## src/rtl/tmr_pkg.sv

```systemverilog
package tmr_pkg;
  parameter int TMR_W    = 64;
  parameter int TICK_BIT = 12;

  function automatic logic [TMR_W-1:0] tod_advance(input logic [TMR_W-1:0] v);
    return v + (TMR_W'(1) << TICK_BIT);
  endfunction

  function automatic logic [TMR_W-1:0] cpt_retard(input logic [TMR_W-1:0] v);
    return v - (TMR_W'(1) << TICK_BIT);
  endfunction

  function automatic logic cmp_exceeds(input logic [TMR_W-1:0] tod,
                                       input logic [TMR_W-1:0] alarm);
    return tod > alarm;
  endfunction

  function automatic logic is_negative(input logic [TMR_W-1:0] v);
    return v[TMR_W-1];
  endfunction
endpackage

```

## src/rtl/tod_counter.sv

```systemverilog
module tod_counter
  import tmr_pkg::*;
#(
  parameter int W = TMR_W,
  parameter int TB = TICK_BIT
) (
  input  logic         clk,
  input  logic         rst_n,
  input  logic         tick,
  input  logic         set,
  input  logic [W-1:0] set_val,
  output logic [W-1:0] tod_q
);
  localparam int LOW_W = TB;

  logic         adv_ev;
  logic [W-1:0] tod_nxt;

  assign adv_ev = tick && !set;

  always_comb begin
    tod_nxt = tod_q;
    if (set)
      tod_nxt = set_val;
    else if (tick)
      tod_nxt = W'(tod_advance(TMR_W'(tod_q)));
  end

  always_ff @(posedge clk or negedge rst_n) begin
    if (!rst_n) tod_q <= '0;
    else        tod_q <= tod_nxt;
  end

  // a set strobe wins over a tick in the same cycle.
  assert_tod_set_R4: assert property (@(posedge clk) disable iff (!rst_n)
    set |=> tod_q == $past(set_val));

  // a tick leaves the low sub-microsecond bits as they were.
  assert_tod_low_R2: assert property (@(posedge clk) disable iff (!rst_n)
    adv_ev |=> tod_q[LOW_W-1:0] == $past(tod_q[LOW_W-1:0]));

  // with no tick and no set, the value holds.
  assert_tod_hold_R3: assert property (@(posedge clk) disable iff (!rst_n)
    (!tick && !set) |=> $stable(tod_q));
endmodule

```

## src/rtl/alarm_compare.sv

```systemverilog
module alarm_compare
  import tmr_pkg::*;
#(
  parameter int W = TMR_W
) (
  input  logic         clk,
  input  logic         rst_n,
  input  logic         load,
  input  logic [W-1:0] load_val,
  input  logic [W-1:0] tod_in,
  input  logic         tod_moved,
  output logic [W-1:0] alarm_q,
  output logic         pending
);
  always_ff @(posedge clk or negedge rst_n) begin
    if (!rst_n)    alarm_q <= '0;
    else if (load) alarm_q <= load_val;
  end

  assign pending = cmp_exceeds(TMR_W'(tod_in), TMR_W'(alarm_q));

  // without a load, the alarm value never changes.
  assert_cmp_hold_R5: assert property (@(posedge clk) disable iff (!rst_n)
    !load |=> $stable(alarm_q));

  // the request can only rise after one of the two registers was updated.
  assert_cmp_rise_R6: assert property (@(posedge clk) disable iff (!rst_n)
    $rose(pending) |-> ($past(tod_moved) || $past(load)));
endmodule

```

## src/rtl/cpu_interval_timer.sv

```systemverilog
module cpu_interval_timer
  import tmr_pkg::*;
#(
  parameter int W = TMR_W
) (
  input  logic         clk,
  input  logic         rst_n,
  input  logic         tick,
  input  logic         running,
  input  logic         load,
  input  logic [W-1:0] load_val,
  output logic [W-1:0] cpt_q,
  output logic         pending
);
  logic         dec_ev;
  logic [W-1:0] cpt_nxt;

  assign dec_ev = tick && running;

  always_comb begin
    cpt_nxt = cpt_q;
    if (load)
      cpt_nxt = load_val;
    else if (dec_ev)
      cpt_nxt = W'(cpt_retard(TMR_W'(cpt_q)));
  end

  always_ff @(posedge clk or negedge rst_n) begin
    if (!rst_n) cpt_q <= '0;
    else        cpt_q <= cpt_nxt;
  end

  assign pending = is_negative(TMR_W'(cpt_q));

  // a load wins over a decrement in the same cycle.
  assert_cpt_load_R8: assert property (@(posedge clk) disable iff (!rst_n)
    load |=> cpt_q == $past(load_val));

  // the timer holds when the processor is not running and there is no load.
  assert_cpt_idle_R7: assert property (@(posedge clk) disable iff (!rst_n)
    (!load && !running) |=> $stable(cpt_q));
endmodule

```

## src/rtl/tod_timer_unit.sv

```systemverilog
module tod_timer_unit
  import tmr_pkg::*;
#(
  parameter int W  = TMR_W,
  parameter int TB = TICK_BIT
) (
  input  logic         clk,
  input  logic         rst_n,
  input  logic         tick_us,
  input  logic         cpu_running,
  input  logic         tod_set,
  input  logic [W-1:0] tod_set_val,
  output logic [W-1:0] tod_value,
  input  logic         cmp_load,
  input  logic [W-1:0] cmp_load_val,
  output logic [W-1:0] cmp_value,
  input  logic         cpt_load,
  input  logic [W-1:0] cpt_load_val,
  output logic [W-1:0] cpt_value,
  output logic         cmp_pending,
  output logic         cpt_pending
);
  logic tod_moved;

  assign tod_moved = tick_us || tod_set;

  tod_counter #(.W(W), .TB(TB)) u_tod (
    .clk(clk), .rst_n(rst_n), .tick(tick_us), .set(tod_set),
    .set_val(tod_set_val), .tod_q(tod_value)
  );

  alarm_compare #(.W(W)) u_cmp (
    .clk(clk), .rst_n(rst_n), .load(cmp_load), .load_val(cmp_load_val),
    .tod_in(tod_value), .tod_moved(tod_moved),
    .alarm_q(cmp_value), .pending(cmp_pending)
  );

  cpu_interval_timer #(.W(W)) u_cpt (
    .clk(clk), .rst_n(rst_n), .tick(tick_us), .running(cpu_running),
    .load(cpt_load), .load_val(cpt_load_val),
    .cpt_q(cpt_value), .pending(cpt_pending)
  );

  // both request flags are low during reset.
  always_comb begin
    if (!rst_n) begin
      assert_reset_flags_R1: assert (!cmp_pending && !cpt_pending);
    end
  end

  // the timer request follows the sign of the timer value.
  assert_cpt_sign_R9: assert property (@(posedge clk) disable iff (!rst_n)
    (cpt_load && cpt_load_val[W-1]) |=> cpt_pending);
endmodule

```

## config.mk

```make
export PLATFORM = sky130hd
export DESIGN_NAME = tod_timer_unit
export DESIGN_NICKNAME = d
export VERILOG_FILES = /design/src/rtl/tmr_pkg.sv /design/src/rtl/tod_counter.sv /design/src/rtl/alarm_compare.sv /design/src/rtl/cpu_interval_timer.sv /design/src/rtl/tod_timer_unit.sv
export SDC_FILE = /design/constraint.sdc
export NUM_CORES = 1
export LEC_CHECK = 0
export BUFFER_PORTS_ARGS = -buffer_cell sky130_fd_sc_hd__buf_2
export CORE_AREA = 2 2 151 153
export CTS_CLUSTER_SIZE = 12
export DETAILED_ROUTE_END_ITERATION = 10
export DIE_AREA = 0 0 153 155
export HOLD_SLACK_MARGIN = 0.05
export PLACE_DENSITY = 0.77
export SETUP_SLACK_MARGIN = 0.05
export SYNTH_ARGS = -nofsm -noshare
export SYNTH_HDL_FRONTEND = slang
export SYNTH_SLANG_ARGS = --single-unit
```

## constraint.sdc

```tcl
create_clock -name clk -period 6.9 [get_ports clk]
set_input_delay 1.035 -clock clk [delete_from_list [all_inputs] [get_ports clk]]
set_output_delay 1.035 -clock clk [all_outputs]
set_load 0.02 [all_outputs]
```

==> Yosys cells after proc, flatten, opt, wreduce, memory -nomap -nowiden <==
Index checks and enable logic that the tools add are counted.
{ "op_classes": {"n_addsub": 2, "magnitude_cmp": 1, "mux": 4, "reduce_logical": 3} }
{ "op_table": {"columns": ["op", "count"], "rows": [
  ["2-to-1 mux 64 bit", 4],
  ["adder 64 x 13 -> 64 bit (second input constant)", 1],
  ["greater-than comparator 64 bit", 1],
  ["subtractor 64 x 13 -> 64 bit (second input constant)", 1],
  ["nonzero test 2 bit", 2],
  ["logical AND 1 bit", 1]
]} }
{ "word_totals": {"reg_bits": 192, "in_bits": 199, "output_inout_bits": 194, "elab_cells": 13} }

==> Longest topological paths before layout <==
Gate-level depths: netlist of run 1.
{ "depth": {"depth_word": 3, "ltp_mapped": 9, "depth_no_buf": 8} }

==> Cells and area by module <==
Synthesis of run 1 repeated with hierarchy kept, for this count alone.
{ "unflattened": {"cells_unflattened": 1182, "hier_area_um2": 11066.9} }
{ "by_module_without_submodules": {"columns": ["module", "n_inst", "cells_each", "area_per_inst_um2", "seq_area_each_um2"], "rows": [
  ["alarm_compare", 1, 433, 3853.7, 1601.5],
  ["tod_counter", 1, 378, 3612.2, 1601.5],
  ["cpu_interval_timer", 1, 370, 3594.7, 1601.5],
  ["tod_timer_unit", 1, 1, 6.3, 0.0]
]} }

==> Worst setup path after synthesis of run 1 <==
Ideal clock, no wire load.
{ "synth_path": {"kind": "register to output", "start": "reg u_tod.tod_q[59]", "end": "out cmp_pending", "arrival_time_ps": 2242, "required_time_ps": 5865, "setup_slack_ps": 3623, "stages_incl_launch_ff": 8, "n_path_buf": 0, "cell_sequence": "dfrtp_1 -> ha_1 -> nand4_1 -> nor4_1 -> nand4_1 -> a31oi_1 -> nor3_1 -> a21boi_0"} }
{ "synth_between": {"elab_chain_cells": 1} }
{ "synth_lines": {"columns": ["element", "line", "source"], "rows": [
  ["start: declaration", "tod_counter.sv:12", "output logic [W-1:0] tod_q"],
  ["start signal: assignment", "tod_counter.sv:31", "else tod_q <= tod_nxt;"],
  ["greater-than comparator 64 bit", "tmr_pkg.sv:15", "return tod > alarm;"],
  ["end: declaration", "tod_timer_unit.sv:20", "output logic cmp_pending,"]
]} }
No other way between the ends.

==> Worst setup path after layout of run 1 <==
{ "layout_path": {"start": "reg u_tod.tod_q[61]", "end": "out cmp_pending"} }
The elaborated chain is that of the path after synthesis.

==> results of run 1 <==
-- routing by layer --
layer,global-route usage,vias to the layer above,share of wire
met5,0,-,0.00086
met4,0.119,4,0.040
met3,0.0627,75,0.072
met2,0.449,424,0.48
met1,0.321,4469,0.40
li1,-,4652,-
-- area by class of cell --
| class | instances | area (um^2) |
|---|---|---|
| repair buffers | 395 | 2000 |
| multi-input cells | 832 | 5110 |
| diodes | 1 | 2.50 |
| fillers | 1974 | 9080 |
| clock buffers | 19 | 453 |
| clock inverters | 13 | 143 |
| well taps | 285 | 357 |
| flip-flops and latches | 192 | 4800 |
| inverters | 75 | 282 |
-- path summary, 6_finish.rpt --
| path | start | end | slack [ns] | cells past startpoint |
|---|---|---|---|---|
| worst max-delay path | u_tod.tod_q[61]$_DFFE_PN0N_ | cmp_pending | 2.86 | 8 |
| worst min-delay path | u_cpt.cpt_q[8]$_DFFE_PN0P_ | u_cpt.cpt_q[8]$_DFFE_PN0P_ | 0.51 | 1 |
| worst max register to register | u_cpt.cpt_q[17]$_DFFE_PN0N_ | u_cpt.cpt_q[53]$_DFFE_PN0N_ | 4.18 | 6 |
| worst min register to register | u_cpt.cpt_q[8]$_DFFE_PN0P_ | u_cpt.cpt_q[8]$_DFFE_PN0P_ | 0.51 | 1 |
| max in group asynchronous | rst_n | u_cmp.alarm_q[22]$_DFFE_PN0P_ | 4.69 | 2 |
| min in group asynchronous | rst_n | u_cpt.cpt_q[42]$_DFFE_PN0N_ | 0.72 | 1 |
-- worst reg2reg max path: cells and delay by family, from the launching register on --
family	cells	cell delay, ns
compound gates	1	0.08
xor+xnor	1	0.15
flops	1	0.42
simple gates	4	1.90
-- flip-flops by register name (all words and copies together), names as in the netlist --
| register | count |
|---|---|
| u_cmp.alarm_q | 64 |
| u_cpt.cpt_q | 64 |
| u_tod.tod_q | 64 |
-- cell families (layout without fill, tap and decap cells) --
| group | after synthesis | in the layout | synth area share |
|---|---|---|---|
| xor+xnor | 101 | 101 | 0.0850 |
| fa+ha+maj | 66 | 66 | 0.0793 |
| simple gates | 420 | 420 | 0.190 |
| compound gates | 220 | 220 | 0.110 |
| mux | 25 | 25 | 0.0269 |
| other cells | 0 | 1 | 0 |
| buf+inv | 126 | 502 | 0.0474 |
| flops | 192 | 192 | 0.462 |
-- cell usage after synthesis (5+ instances only) --
master and n:
clkbuf_1 42, nand4_1 28, and3_1 13, inv_1 75, nand2b_1 5, ha_1 66, mux2_2 24, o21ai_1 5
a21oi_1 30, or3_1 13, xor2_1 41, nor4_1 16, nor3_1 44, nand3_1 37, nor2_1 30, nand2_1 215
dfrtp_1 192, xnor2_1 60, o21ai_0 173
-- cell usage in the layout, fill, tap and decap left out, drive strengths merged, types with 2 or more instances in the layout --
| master | synthesis | layout |
|---|---|---|
| nor2b | 2 | 2 |
| buf | 9 | 394 |
| nand2b | 5 | 5 |
| nor4 | 19 | 19 |
| xnor2 | 60 | 60 |
| xor2 | 41 | 41 |
| ha | 66 | 66 |
| a21o | 2 | 2 |
| and2 | 2 | 2 |
| dfrtp | 192 | 192 |
| or3 | 13 | 13 |
| a21oi | 30 | 30 |
| o21ai | 178 | 178 |
| clkinv | 0 | 4 |
| and3 | 13 | 13 |
| clkbuf | 42 | 20 |
| mux2 | 24 | 24 |
| inv | 75 | 82 |
| a221oi | 3 | 3 |
| or2 | 2 | 2 |
| nand2 | 215 | 215 |
| nor3 | 48 | 48 |
| nand3 | 37 | 37 |
| nand4 | 28 | 28 |
| nor2 | 30 | 30 |
-- per-stage QoR --
step / std cells / hold WS, ns / utilization / worst slack (ns)
3_3_place_gp: 1779 / 0.484 / 0.565 / 3.48
3_5_place_dp: 1779 / 0.491 / 0.565 / 3.39
4_1_cts: 1811 / 0.509 / 0.592 / 2.89
6_report: 1812 / 0.506 / 0.592 / 2.86
2_1_floorplan: 1150 / 0.636 / - / 3.62
5_1_grt: 1812 / 0.522 / 0.592 / 2.58
-- power by group --
group | total (W) | switching (W) | internal [W]
registers | 0.00134 | 0.000114 | 0.00123
clock network | 0.00101 | 0.000476 | 0.000534
logic | 0.000693 | 0.000431 | 0.000262
==> flow_results.org, run 1 <==
** Logic synthesis
- Number of different library cells in the post-synthesis netlist :: 45
- Fraction of registers with async set or reset after synthesis :: 1.00
- By area the synthesized netlist is led by dfrtp_1, o21ai_0, ha_1.
- The share of synthesized area in the top cell type comes to 0.462.
- Area leader, netlist :: dfrtp_1
- Synthesized flop and latch total :: 192
- Combined area of all synthesized cells :: about 10,000 um^2
- The cell count after synthesis came out at 1,150.
- Synthesized area per cell :: 9.05 um^2
- Yosys printed 0 warnings.
- Yosys mapped a number of flops with a built-in enable equal to 0.
- Primary FF master, synth :: dfrtp_1
- Portion of the post-synthesis area used by sequential elements :: 0.462
- Synthesis produced a netlist with a net count of 1,415.

** Placement
- Port Buf Inserts :: 392
- The congestion estimate from routability-driven global placement came to 0.947.
- The placed instances occupy a cell area of roughly 13,000 um^2.
- The HPWL after detailed placement is 24.2 mm.

** Global routing
- Antenna violations before repair :: 3
- First-pass GRT wire length :: 49.6 mm
- Via count of the first global-routing pass :: 9,291
- Overall global routing resource usage :: 0.264
- Maximum number of pins on one net before global-route repair :: 125
- Aggregate global routing overflow :: 0

** Hold path
- In this run the worst hold path is classified as register to register.

** Timing
- Number of pins with negative max-slew slack in the final report :: 0
- Highest attainable clock frequency :: roughly 250 MHz
- Ratio of final minimum period to clock period :: 0.586
- RSZ-0062 raised after global routing :: false
- Counting I/O delays and the setup requirement, the final critical path takes 4.04 ns.
- Final hold violations :: 0
- Setup violations remaining at the end of the flow were counted as 0.
- In the final timing run, aggregate negative setup slack is 0 ns.
- The worst pin sits at a relative slew slack of 0.279.
- Actual slew at the worst max-slew pin :: between 1 and 1.5 ns
- Clk_skew :: about 0.014 ns

** Worst setup path
- On the critical path, the stage with the largest delay is an instance of nor4_1.
- The critical path in this run is classified as register to output port.
- Kind of cell adding the most delay to the critical path :: simple AND/OR/NAND/NOR gates
- Counting stages on the worst path, the most repeated cell is nand4_1.
- The worst setup path is captured at an output port.
- STA puts the critical path data required time at just under 6 ns.
- Together, buffers and inverters on the worst path number 1.
- Walking the worst path, the cells encountered are ha_1, nand4_1, nor4_1, nand4_1, a31oi_1, nor3_1, a21boi_0, buf_2.
- Delay of the slowest cell on the worst path :: 0.75 ns
- Crit-path max FO :: 4
- At the worst endpoint, the arrival time is 3.01 ns.
- STA classifies the critical path startpoint as a register.

** Die
- Die boundary width :: 153 um
- Die height :: 155 um
- The die covers 23,700 um^2.
- The total area inside the core boundary comes to roughly 22,000 um^2.
- Starting utilization of the core area :: 0.468
- The floorplan has 55 rows.
- For this design the top-level I/O count stands at 393.

** Final layout
- Final cell area excluding filler cells :: ~13,000 um^2
- The area growth from synthesis to layout is 26.3%.
- Of the cells placed in the final design, the portion with a size suffix greater than 1 is 0.302.
- Total number of nets in the final design :: 1,778

** CTS
- Number of buffers created by CTS :: 17
- Once the clock tree was built, the resizer swapped 0 gates to a different size.
- The tree is rooted in a clkbuf_16.
- Clock Sink Count :: approximately 190
- For the worst-skew pair, the clock arrives at the later sink with an insertion delay of 0.44 ns.
- Clock-pin slew was measured on the worst setup and hold paths at 0.08 ns.
- Hold_buf cts :: 0
- Clock tree from TritonCTS :: built
- The number of setup buffers added after CTS is 0.
- CTS H-Tree Depth :: 4
- Maximum clock insertion buffer count :: 2

** Route
- In this run the remaining antenna-violating nets after routing total 0.
- Detailed routing inserted a total of 9,624 vias.
- Remaining design rule violation count :: 0
- In the routed layout, each cell is associated on average with a via count of 5.31.
- Wirelength, routed :: 31.5 mm
- WL per Instance :: 17.4 um
- Iter 0 DRT Violations :: ~510
- DR pass1 iterations :: 6

** Power and ir drop
- Highest ir drop seen on vdd :: between 0.1 and 0.15 mV
- Power per unit of standard cell area :: approximately 230 nW/um^2
- Leakage dissipation :: 6.36 nW
- Overall power after layout :: between 0.003 and 0.004 W

** Outcome
- Result of the run :: finished clean

** Run
- Max cap viols :: 0
Note: power is estimated with default switching activity, not from simulation.
==> run 2: changes to the inputs <==
--- a/config.mk
+++ b/config.mk
@@ -5,13 +5,13 @@
 export SDC_FILE = /design/constraint.sdc
 export NUM_CORES = 1
 export LEC_CHECK = 0
+export ABC_AREA = 1
 export BUFFER_PORTS_ARGS = -buffer_cell sky130_fd_sc_hd__buf_2
-export CORE_AREA = 2 2 151 153
+export CORE_UTILIZATION = 52
 export CTS_CLUSTER_SIZE = 12
 export DETAILED_ROUTE_END_ITERATION = 10
-export DIE_AREA = 0 0 153 155
 export HOLD_SLACK_MARGIN = 0.05
-export PLACE_DENSITY = 0.77
+export PLACE_DENSITY = 0.82
 export SETUP_SLACK_MARGIN = 0.05
 export SYNTH_ARGS = -nofsm -noshare
 export SYNTH_HDL_FRONTEND = slang
==> constraint.sdc (replaced) <==
create_clock -name clk -period 4.15 [get_ports clk]
set_input_delay 0.6225 -clock clk [delete_from_list [all_inputs] [get_ports clk]]
set_output_delay 0.6225 -clock clk [all_outputs]
set_load 0.02 [all_outputs]
==> run 2 against run 1 <==
  * First-iteration DRC count up 64%
  * Sequential power up 72%
  * Combinational power up 100%
  * Setup slack worse by 1.8 ns
  * Via count up 28%
  * Global-route usage up 6.7 points
  * Register-to-register slack worse by 2.1 ns
  * Synthesized cell count up 40%
  * Total power up 79%
  * Critical endpoint unchanged
  * Largest cell class unchanged
==> flow_results.org, run 2 <==
** Worst setup path
- Launch point of the worst reg-to-reg path :: u_cpt.cpt_q[32]$_DFFE_PN0N_
- The critical path in this run is classified as register to output port.
- The largest driver fanout on the critical path came to 7 (+3).
- STA classifies the critical path startpoint as a register.
- The number of gates on the worst path with buffers counted came to 10 (+2).
- Crit path buf inv count :: 1 (unchanged)
- Critical path required time :: 3.53 ns (-2.33 ns)
- The signal on the critical path passes through ha_1, nand2_1, nor2_1, nand2_1, nor2_1, nand2_1, nand2_1, nand2_1, a21oi_1, buf_2.
- The data arrival time of the critical path was 2.51 ns (-0.50 ns).
- The endpoint identified for the worst register-to-register timing path is u_cpt.cpt_q[55]$_DFFE_PN0N_.
- FF-to-FF setup slack :: 2.13 ns (-2.05 ns)
- Most used cell along the critical path :: nand2_1
- STA classifies the critical path endpoint as an output port.
- Kind of cell adding the most delay to the critical path :: simple AND/OR/NAND/NOR gates
- Cell count of the worst reg-to-reg path :: 10 (+4)
- Slowest cell on the critical path :: dfrtp_1
- Delay of the slowest cell on the worst path :: 0.48 ns (-0.27 ns)

** CTS
- TritonCTS built the clock tree.
- Post-CTS repair timing setup buffer count :: 0 (unchanged)
- Maximum clock insertion buffer count :: 2 (unchanged)
- Hold_buf cts :: 0 (unchanged)
- Clock Sink Count :: 192 (unchanged)
- The number of gates resized after CTS is 0 (unchanged).
- The H-tree depth was 4 (unchanged).
- Post-CTS clock slew at the launch and capture registers of the worst setup and hold paths :: 0.08 ns (about the same)
- The tree is rooted in a clkbuf_16.
- The TritonCTS buffer count was 17 (unchanged).
- The clock latency on the worst-skew pair came to 0.43 ns (about the same).

** Global routing
- The largest net degree at the start of global routing is 128 (+2.4%).
- The global-route usage over all layers was 0.331 (+0.0670).
- First-pass GRT wire length :: 61.5 mm (+24%)
- The number of global-route vias before repair is 11,700 (+26%).
- Aggregate global routing overflow :: 0 (unchanged)
- The number of antenna violations at the first check in global routing came to 6 (+3).

** Power and ir drop
- Power per unit of standard cell area :: 367 nW/um^2 (+58%)
- The cell leakage power was 7.57 nW (+19%).
- Highest ir drop seen on vdd :: 0.285 mV (+96%)

** Logic synthesis
- Count of yosys warnings during synthesis :: 0 (unchanged)
- Synthesized area per cell :: 7.50 um^2 (-17%)
- Synthesized flop and latch total :: 192 (unchanged)
- The share of the synthesized area in the top cell type is 0.399 (-0.0626).
- Combined area of all synthesized cells :: 12,000 um^2 (+16%)
- Area contributors post-synth :: dfrtp_1, nand2_1, ha_1
- The post-synthesis cell count was 1,605 (+40%).
- Commonest cells in the netlist :: nand2_1, dfrtp_1, inv_1
- Area leader, netlist :: dfrtp_1
- The fraction of the mapped netlist area in compound gates is 0.129 (+0.0191).
- Total nets after synthesis :: 1,870 (+32%)
- The fraction of the yosys area taken by sequential cells is 0.399 (-0.0626).
- Number of different library cells in the post-synthesis netlist :: 41 (-8.9%)
- After synthesis, the largest family of logic cells by area is simple AND/OR/NAND/NOR gates.
- The fraction of synthesis flops using an asynchronous set or reset pin is 1.00 (unchanged).
- Count of flip-flops with a built-in enable after synthesis :: 0 (unchanged)
- The multiplexer fraction of the synthesized cell area came to 0.000935 (-0.0260).
- Synth Area in Adders :: 0.0686 (-0.0108)
- For this run, the leading register cell type out of synthesis is dfrtp_1.
- Most frequent cell after synthesis :: nand2_1
- Basic-gate share of the synthesized area counting and, or, nand and nor cells :: 0.284 (+0.0935)
- Post-synthesis share of cell area spent on xor and xnor gates :: 0.0495 (-0.0355)

** Timing
- Fin Setup TNS :: 0 ns (unchanged)
- The final number of setup-violating endpoints was 0 (unchanged).
- Worst slew margin relative to its limit :: 0.303 (+0.0242)
- Clk_skew :: 0.0130 ns (-0.00106 ns)
- Time the final worst path needs with I/O delays and setup :: 3.13 ns
- RSZ-0062 raised after global routing :: false
- Of the available clock period, the critical path in the final layout requires 0.755.
- Actual slew at the worst max-slew pin :: 1.05 ns (-0.0363 ns)
- Number of pins with negative max-slew slack in the final report :: 0 (unchanged)
- Final hold violations :: 0 (unchanged)
- Highest attainable clock frequency :: approximately 320 MHz
- The worst hold slack is 0.216 ns (-0.290 ns).

** Die
- Std-Cell Rows :: 55 (unchanged)
- The width of the die is 154 um (+0.77%).
- Starting utilization of the core area :: 0.530 (+0.0620)
- The die outline area came to 23,800 um^2 (+0.24%).
- Area of the core :: 22,700 um^2 (+2.2%)
- The number of top-level pins came to 393 (unchanged).
- Die height :: 154 um (-0.53%)

** Route
- Remaining design rule violation count :: 0 (unchanged)
- The average wire per cell in the routed design was 17.1 um (-1.8%).
- Wirelength, routed :: 38.9 mm (+24%)
- The routed via count divided by cell count came to 5.40 (+1.7%).
- The total vias in the final route is 12,300 (+28%).
- Post-route ant nets :: 0 (unchanged)
- The detailed-routing iteration count for the pre-antenna-repair pass is 7 (+1).
- Iter 0 DRT Violations :: 845 (+64%)

** Placement
- The final estimated routing congestion in global placement came to 0.974 (+2.9%).
- Final HPWL DP :: 30.3 mm (+25%)
- Port Buf Inserts :: 392 (unchanged)

** Final layout
- The share of layout cells above drive strength 1 is 0.249 (-0.0531).
- Total number of nets in the final design :: 2,241 (+26%)
- Leading cell types in the layout, fill and taps excluded :: nand2_1, buf_2, dfrtp_1, inv_1, nor2_1
- Commonest non-fill, non-tap cell in the layout :: nand2_1
- From synthesis to final layout, the design area changed by 23.4%.
- In the final layout, the registers with the most flip-flops are u_cmp.alarm_q: 64 flops, u_cpt.cpt_q: 64 flops, u_tod.tod_q: 64 flops.

** Outcome
- The run finished with clean final reports.

** Hold path
- Path type of the worst min-delay path :: primary input to async pin

** Run
- The number of max-cap violations is 0 (unchanged).
## run 2: cell types whose count changed after synthesis, moves of 27 or more
cell / change
inv_1: +83
o21ai_0: -63
o211ai_1: +28
nand3_1: +34
nand2_1: +262
a22oi_1: +32
nor3_1: -27
xnor2_1: -45
nor2_1: +126
## run 2: final cells by class
cell class                 count  area (um^2)
antenna                        7         17.5
fill                        1996         7840
multi-input combinational   1197         6410
clock inverter                14          171
tap                          285          357
sequential                   192         4800
inverter                     166          624
timing repair buffer         402         2060
clock buffer                  17          425
## run 2: routing by layer
| metal | track usage | vias to the layer above | part of all wire |
|---|---|---|---|
| met5 | 0 | - | 0.00033 |
| met2 | 0.574 | 542 | 0.49 |
| li1 | - | 5972 | - |
| met4 | 0.122 | 2 | 0.034 |
| met1 | 0.409 | 5725 | 0.40 |
| met3 | 0.0636 | 73 | 0.072 |
## run 2: where the power goes
part           leakage (nW)  internal (W)  total [W]  switching [W]
logic                  4.94      0.000508    0.00142       0.000911
registers              2.33       0.00206    0.00231       0.000256
clock network         0.296      0.000913    0.00172       0.000810
total                  7.57       0.00348    0.00545        0.00198
## run 2: logic make-up (layout without fill, tap and decap cells)
group	Yosys count	after routing
AND/OR/NAND/NOR	802	802
AO/OA/AOI/OAI	260	260
buffers and inverters	216	599
flip-flops	192	192
XOR/XNOR	68	68
adder cells (fa/ha/maj)	66	66
multiplexers	1	1
other	0	7
## run 2: worst max-delay path by stage
| stage | from | slack [ns] | to |
|---|---|---|---|
| 6_report | u_tod.tod_q[31]$_DFFE_PN0N_ | 1.02 | cmp_pending |
| 5_1_grt | u_tod.tod_q[31]$_DFFE_PN0N_ | 0.78 | cmp_pending |
| 4_1_cts | u_tod.tod_q[31]$_DFFE_PN0N_ | 0.96 | cmp_pending |
| 3_5_place_dp | u_tod.tod_q[31]$_DFFE_PN0N_ | 1.43 | cmp_pending |
| 3_3_place_gp | u_tod.tod_q[31]$_DFFE_PN0N_ | 1.43 | cmp_pending |
| 2_1_floorplan | u_tod.tod_q[47]$_DFFE_PN0N_ | 1.80 | cmp_pending |
## run 2: metrics by stage
stage,setup WS (ns),util,instances,total power [W],area [um^2]
floorplan,1.80,-,1605,0.00316,12000
detailed placement,1.43,0.628,2242,0.00375,14300
global route,0.784,0.654,2277,0.00574,14900
finish,1.02,0.655,2280,0.00545,14900
global placement,1.43,0.628,2242,0.00371,14300
CTS,0.959,0.654,2273,0.00548,14800
==> run 3: changes to the inputs <==
==> constraint.sdc (replaced) <==
create_clock -name clk -period 3.3 [get_ports clk]
set_input_delay 0.495 -clock clk [delete_from_list [all_inputs] [get_ports clk]]
set_output_delay 0.495 -clock clk [all_outputs]
set_load 0.02 [all_outputs]
==> run 3 against run 2 <==
  * Clock-buffer cell count rose by 1
  * Combinational power grew 29%
  * Wire length rose by 3.7%
  * Global-route usage is 1.1 points higher
  * Highest routed layer unchanged
==> flow_results.org, run 3 (synthesized netlist as in run 2, its figures left out) <==
** Placement
- The post-placement setup slack was 0.854 ns (-0.580 ns).
- Routability Congestion :: 0.977 (+0.30%)
- Port Buf Inserts :: 392 (unchanged)
- The placed wire-length estimate after detailed placement was 31.6 mm (+4.4%).

** Die
- The total number of placement rows was 55 (unchanged).
- The number of top-level pins came to 393 (unchanged).
- Starting utilization of the core area :: 0.530 (unchanged)
- Area of the core :: 22,700 um^2 (unchanged)
- Die boundary width :: 154 um (unchanged)
- Die height :: 154 um (unchanged)
- The die outline area was 23,800 um^2 (unchanged).

** Timing
- Fin Setup TNS :: 0 ns (unchanged)
- Final hold violations :: 0 (unchanged)
- Worst slew margin relative to its limit :: 0.425 (+0.122)
- Clk_skew :: 0.0130 ns (+0.0000499 ns)
- Derived from the worst setup path, the maximum achievable clock frequency is 342 MHz.
- Setup repair after global routing left no endpoint under its margin.
- Setup violators final :: 0 (unchanged)
- Time the final worst path needs with I/O delays and setup :: roughly 3 ns
- The final worst setup slack came to 0.373 ns (-0.643 ns).
- In the finished design, the share of the clock period the worst path needs comes to 0.887.
- The transition time of the tightest slew-check pin is 0.862 ns (-0.183 ns).
- The final-report max-slew violation count came to 0 (unchanged).

** Worst setup path
- The slowest stage of the critical path is the dfrtp_1 cell.
- The data required time at the worst endpoint was 2.80 ns (-0.73 ns).
- Data arrival time of the critical path :: 2.43 ns (-0.08 ns)
- The worst setup path is launched from a register.
- The critical path is of the register to output port type.
- Most used cell along the critical path :: nand2_1
- Critical path capture point type :: output port
- The critical path goes through ha_1, nand2_1, nor2_1, nand2_1, nor2_1, nand2_1, nand2_1, nand2_1, a21oi_1, buf_2.
- Delay of the slowest cell on the worst path :: 0.47 ns (about the same)
- FF-to-FF setup slack :: 1.30 ns (-0.83 ns)
- Crit-path max FO :: 7 (unchanged)

** Route
- DR pass1 iterations :: 6 (-1)
- Remaining design rule violation count :: 0 (unchanged)
- The average wire per cell in the routed design is 17.6 um (+3.3%).
- The number of nets with antenna violations after detailed routing is 0 (unchanged).
- The number of DRC violations after detailed-routing iteration 0 was 882 (+4.4%).
- The routed via count divided by cell count is 5.45 (+0.98%).
- DR vias :: 12,500 (+1.4%)
- Wirelength, routed :: 40.4 mm (+3.7%)

** CTS
- Post-CTS repair timing setup buffer count :: 0 (unchanged)
- The TritonCTS buffer count came to 17 (unchanged).
- Hold_buf cts :: 0 (unchanged)
- The maximum count of clock buffers along a single path came to 2 (unchanged).
- The number of gates resized after CTS is 0 (unchanged).
- CTS H-Tree Depth :: 4 (unchanged)
- Skew-Pair Late Insertion Delay :: 0.44 ns (about the same)
- The tree is rooted in a clkbuf_16.
- The clock-pin slew of the registers on the worst-case setup and hold paths was 0.08 ns (about the same).
- Clock tree from TritonCTS :: built
- Clock Sink Count :: 192 (unchanged)

** Global routing
- Via count of the first global-routing pass :: 12,200 (+4.2%)
- The global-route usage over all layers is 0.342 (+0.0108).
- The largest net degree at the start of global routing is 101 (-21%).
- The remaining global-route overflow came to 0 (unchanged).
- The wire length of the first global-routing pass was 63.0 mm (+2.4%).
- Antenna violations before repair :: 8 (+2)

** Final layout
- Combined area of the multi-input logic cells :: 6410 um^2 (unchanged)
- Proportion of layout cells with a drive suffix above 1 :: 0.252 (+0.00251)
- Total number of nets in the final design :: 2,248 (+0.31%)
- Commonest non-fill, non-tap cell in the layout :: nand2_1
- Largest registers :: u_cmp.alarm_q: 64 flops, u_cpt.cpt_q: 64 flops, u_tod.tod_q: 64 flops
- The combined flip-flop and latch cell area came to 4800 um^2 (unchanged).
- Area added between synthesis and finish :: 23.8%
- Final-layout fill cell count :: 2,045 (+2.5%)
- In the layout the commonest cells are nand2_1, buf_2, dfrtp_1, inv_1, nor2_1.

** Hold path
- Path type of the worst min-delay path :: primary input to async pin

** Run
- Max cap viols :: 0 (unchanged)

** Power and ir drop
- The total power per unit cell area was 455 nW/um^2 (+24%).
- Leakage dissipation :: 7.60 nW (+0.35%)
- Highest ir drop seen on vdd :: 0.352 mV (+24%)

** Outcome
- Result of the run :: finished clean
-- run 3: critical path: cells and delay by family, from the launching register on --
family	cells	cell delay (ns)
AOI/OAI and AO/OA	1	0.20
adders and majority gates	1	0.34
buffers and inverters	1	0.21
DFF	1	0.47
and+or+nand+nor	7	0.79
-- run 3: layer usage --
| layer | share of wire | wire [um] | GRT usage | vias up |
|---|---|---|---|---|
| li1 | - | - | - | 5992 |
| met1 | 0.39 | 15900 | 0.411 | 5777 |
| met2 | 0.49 | 19700 | 0.587 | 597 |
| met3 | 0.073 | 2940 | 0.0667 | 116 |
| met4 | 0.046 | 1860 | 0.168 | 2 |
| met5 | 0.00045 | 18 | 0 | - |
-- run 3: final cells by class --
type                            count  share of cell area
Multi-Input combinational cell   1197               0.430
Sequential cell                   192               0.322
Timing Repair Buffer              409               0.143
Inverter                          166              0.0419
Clock buffer                       18              0.0288
Tap cell                          285              0.0239
Clock inverter                     14             0.00957
Antenna cell                        8             0.00134
-- run 3: metrics by stage --
stage          utilization  cell area [um^2]  total power (W)  cells  hold slack (ns)
3_5_place_dp         0.630             14300          0.00474   2249            0.453
6_report             0.657             14900          0.00678   2289           0.0923
2_1_floorplan            -             12000          0.00398   1605            0.199
3_3_place_gp         0.630             14300          0.00469   2249            0.450
4_1_cts              0.656             14900          0.00682   2281            0.130
5_1_grt              0.656             14900          0.00713   2284            0.151
-- run 3: worst paths after layout --
kind	start	endpoint	cells after the start
setup / recovery	u_tod.tod_q[31]$_DFFE_PN0N_	cmp_pending	10
hold / removal	rst_n	u_cpt.cpt_q[52]$_DFFE_PN0N_	1
setup reg to reg	u_tod.tod_q[14]$_DFFE_PN0N_	u_tod.tod_q[53]$_DFFE_PN0N_	9
hold reg to reg	u_cpt.cpt_q[6]$_DFFE_PN0P_	u_cpt.cpt_q[6]$_DFFE_PN0P_	2
max in group asynchronous	rst_n	u_cmp.alarm_q[45]$_DFFE_PN0P_	2
min in group clk	tod_set_val[9]	u_tod.tod_q[9]$_DFFE_PN0P_	3
-- run 3: where the power goes --
part | leakage (nW) | switching (W) | internal [W]
Sequential | 2.33 | 0.000306 | 0.00258
Combinational | 4.98 | 0.00118 | 0.000648
Clock | 0.285 | 0.00105 | 0.00102
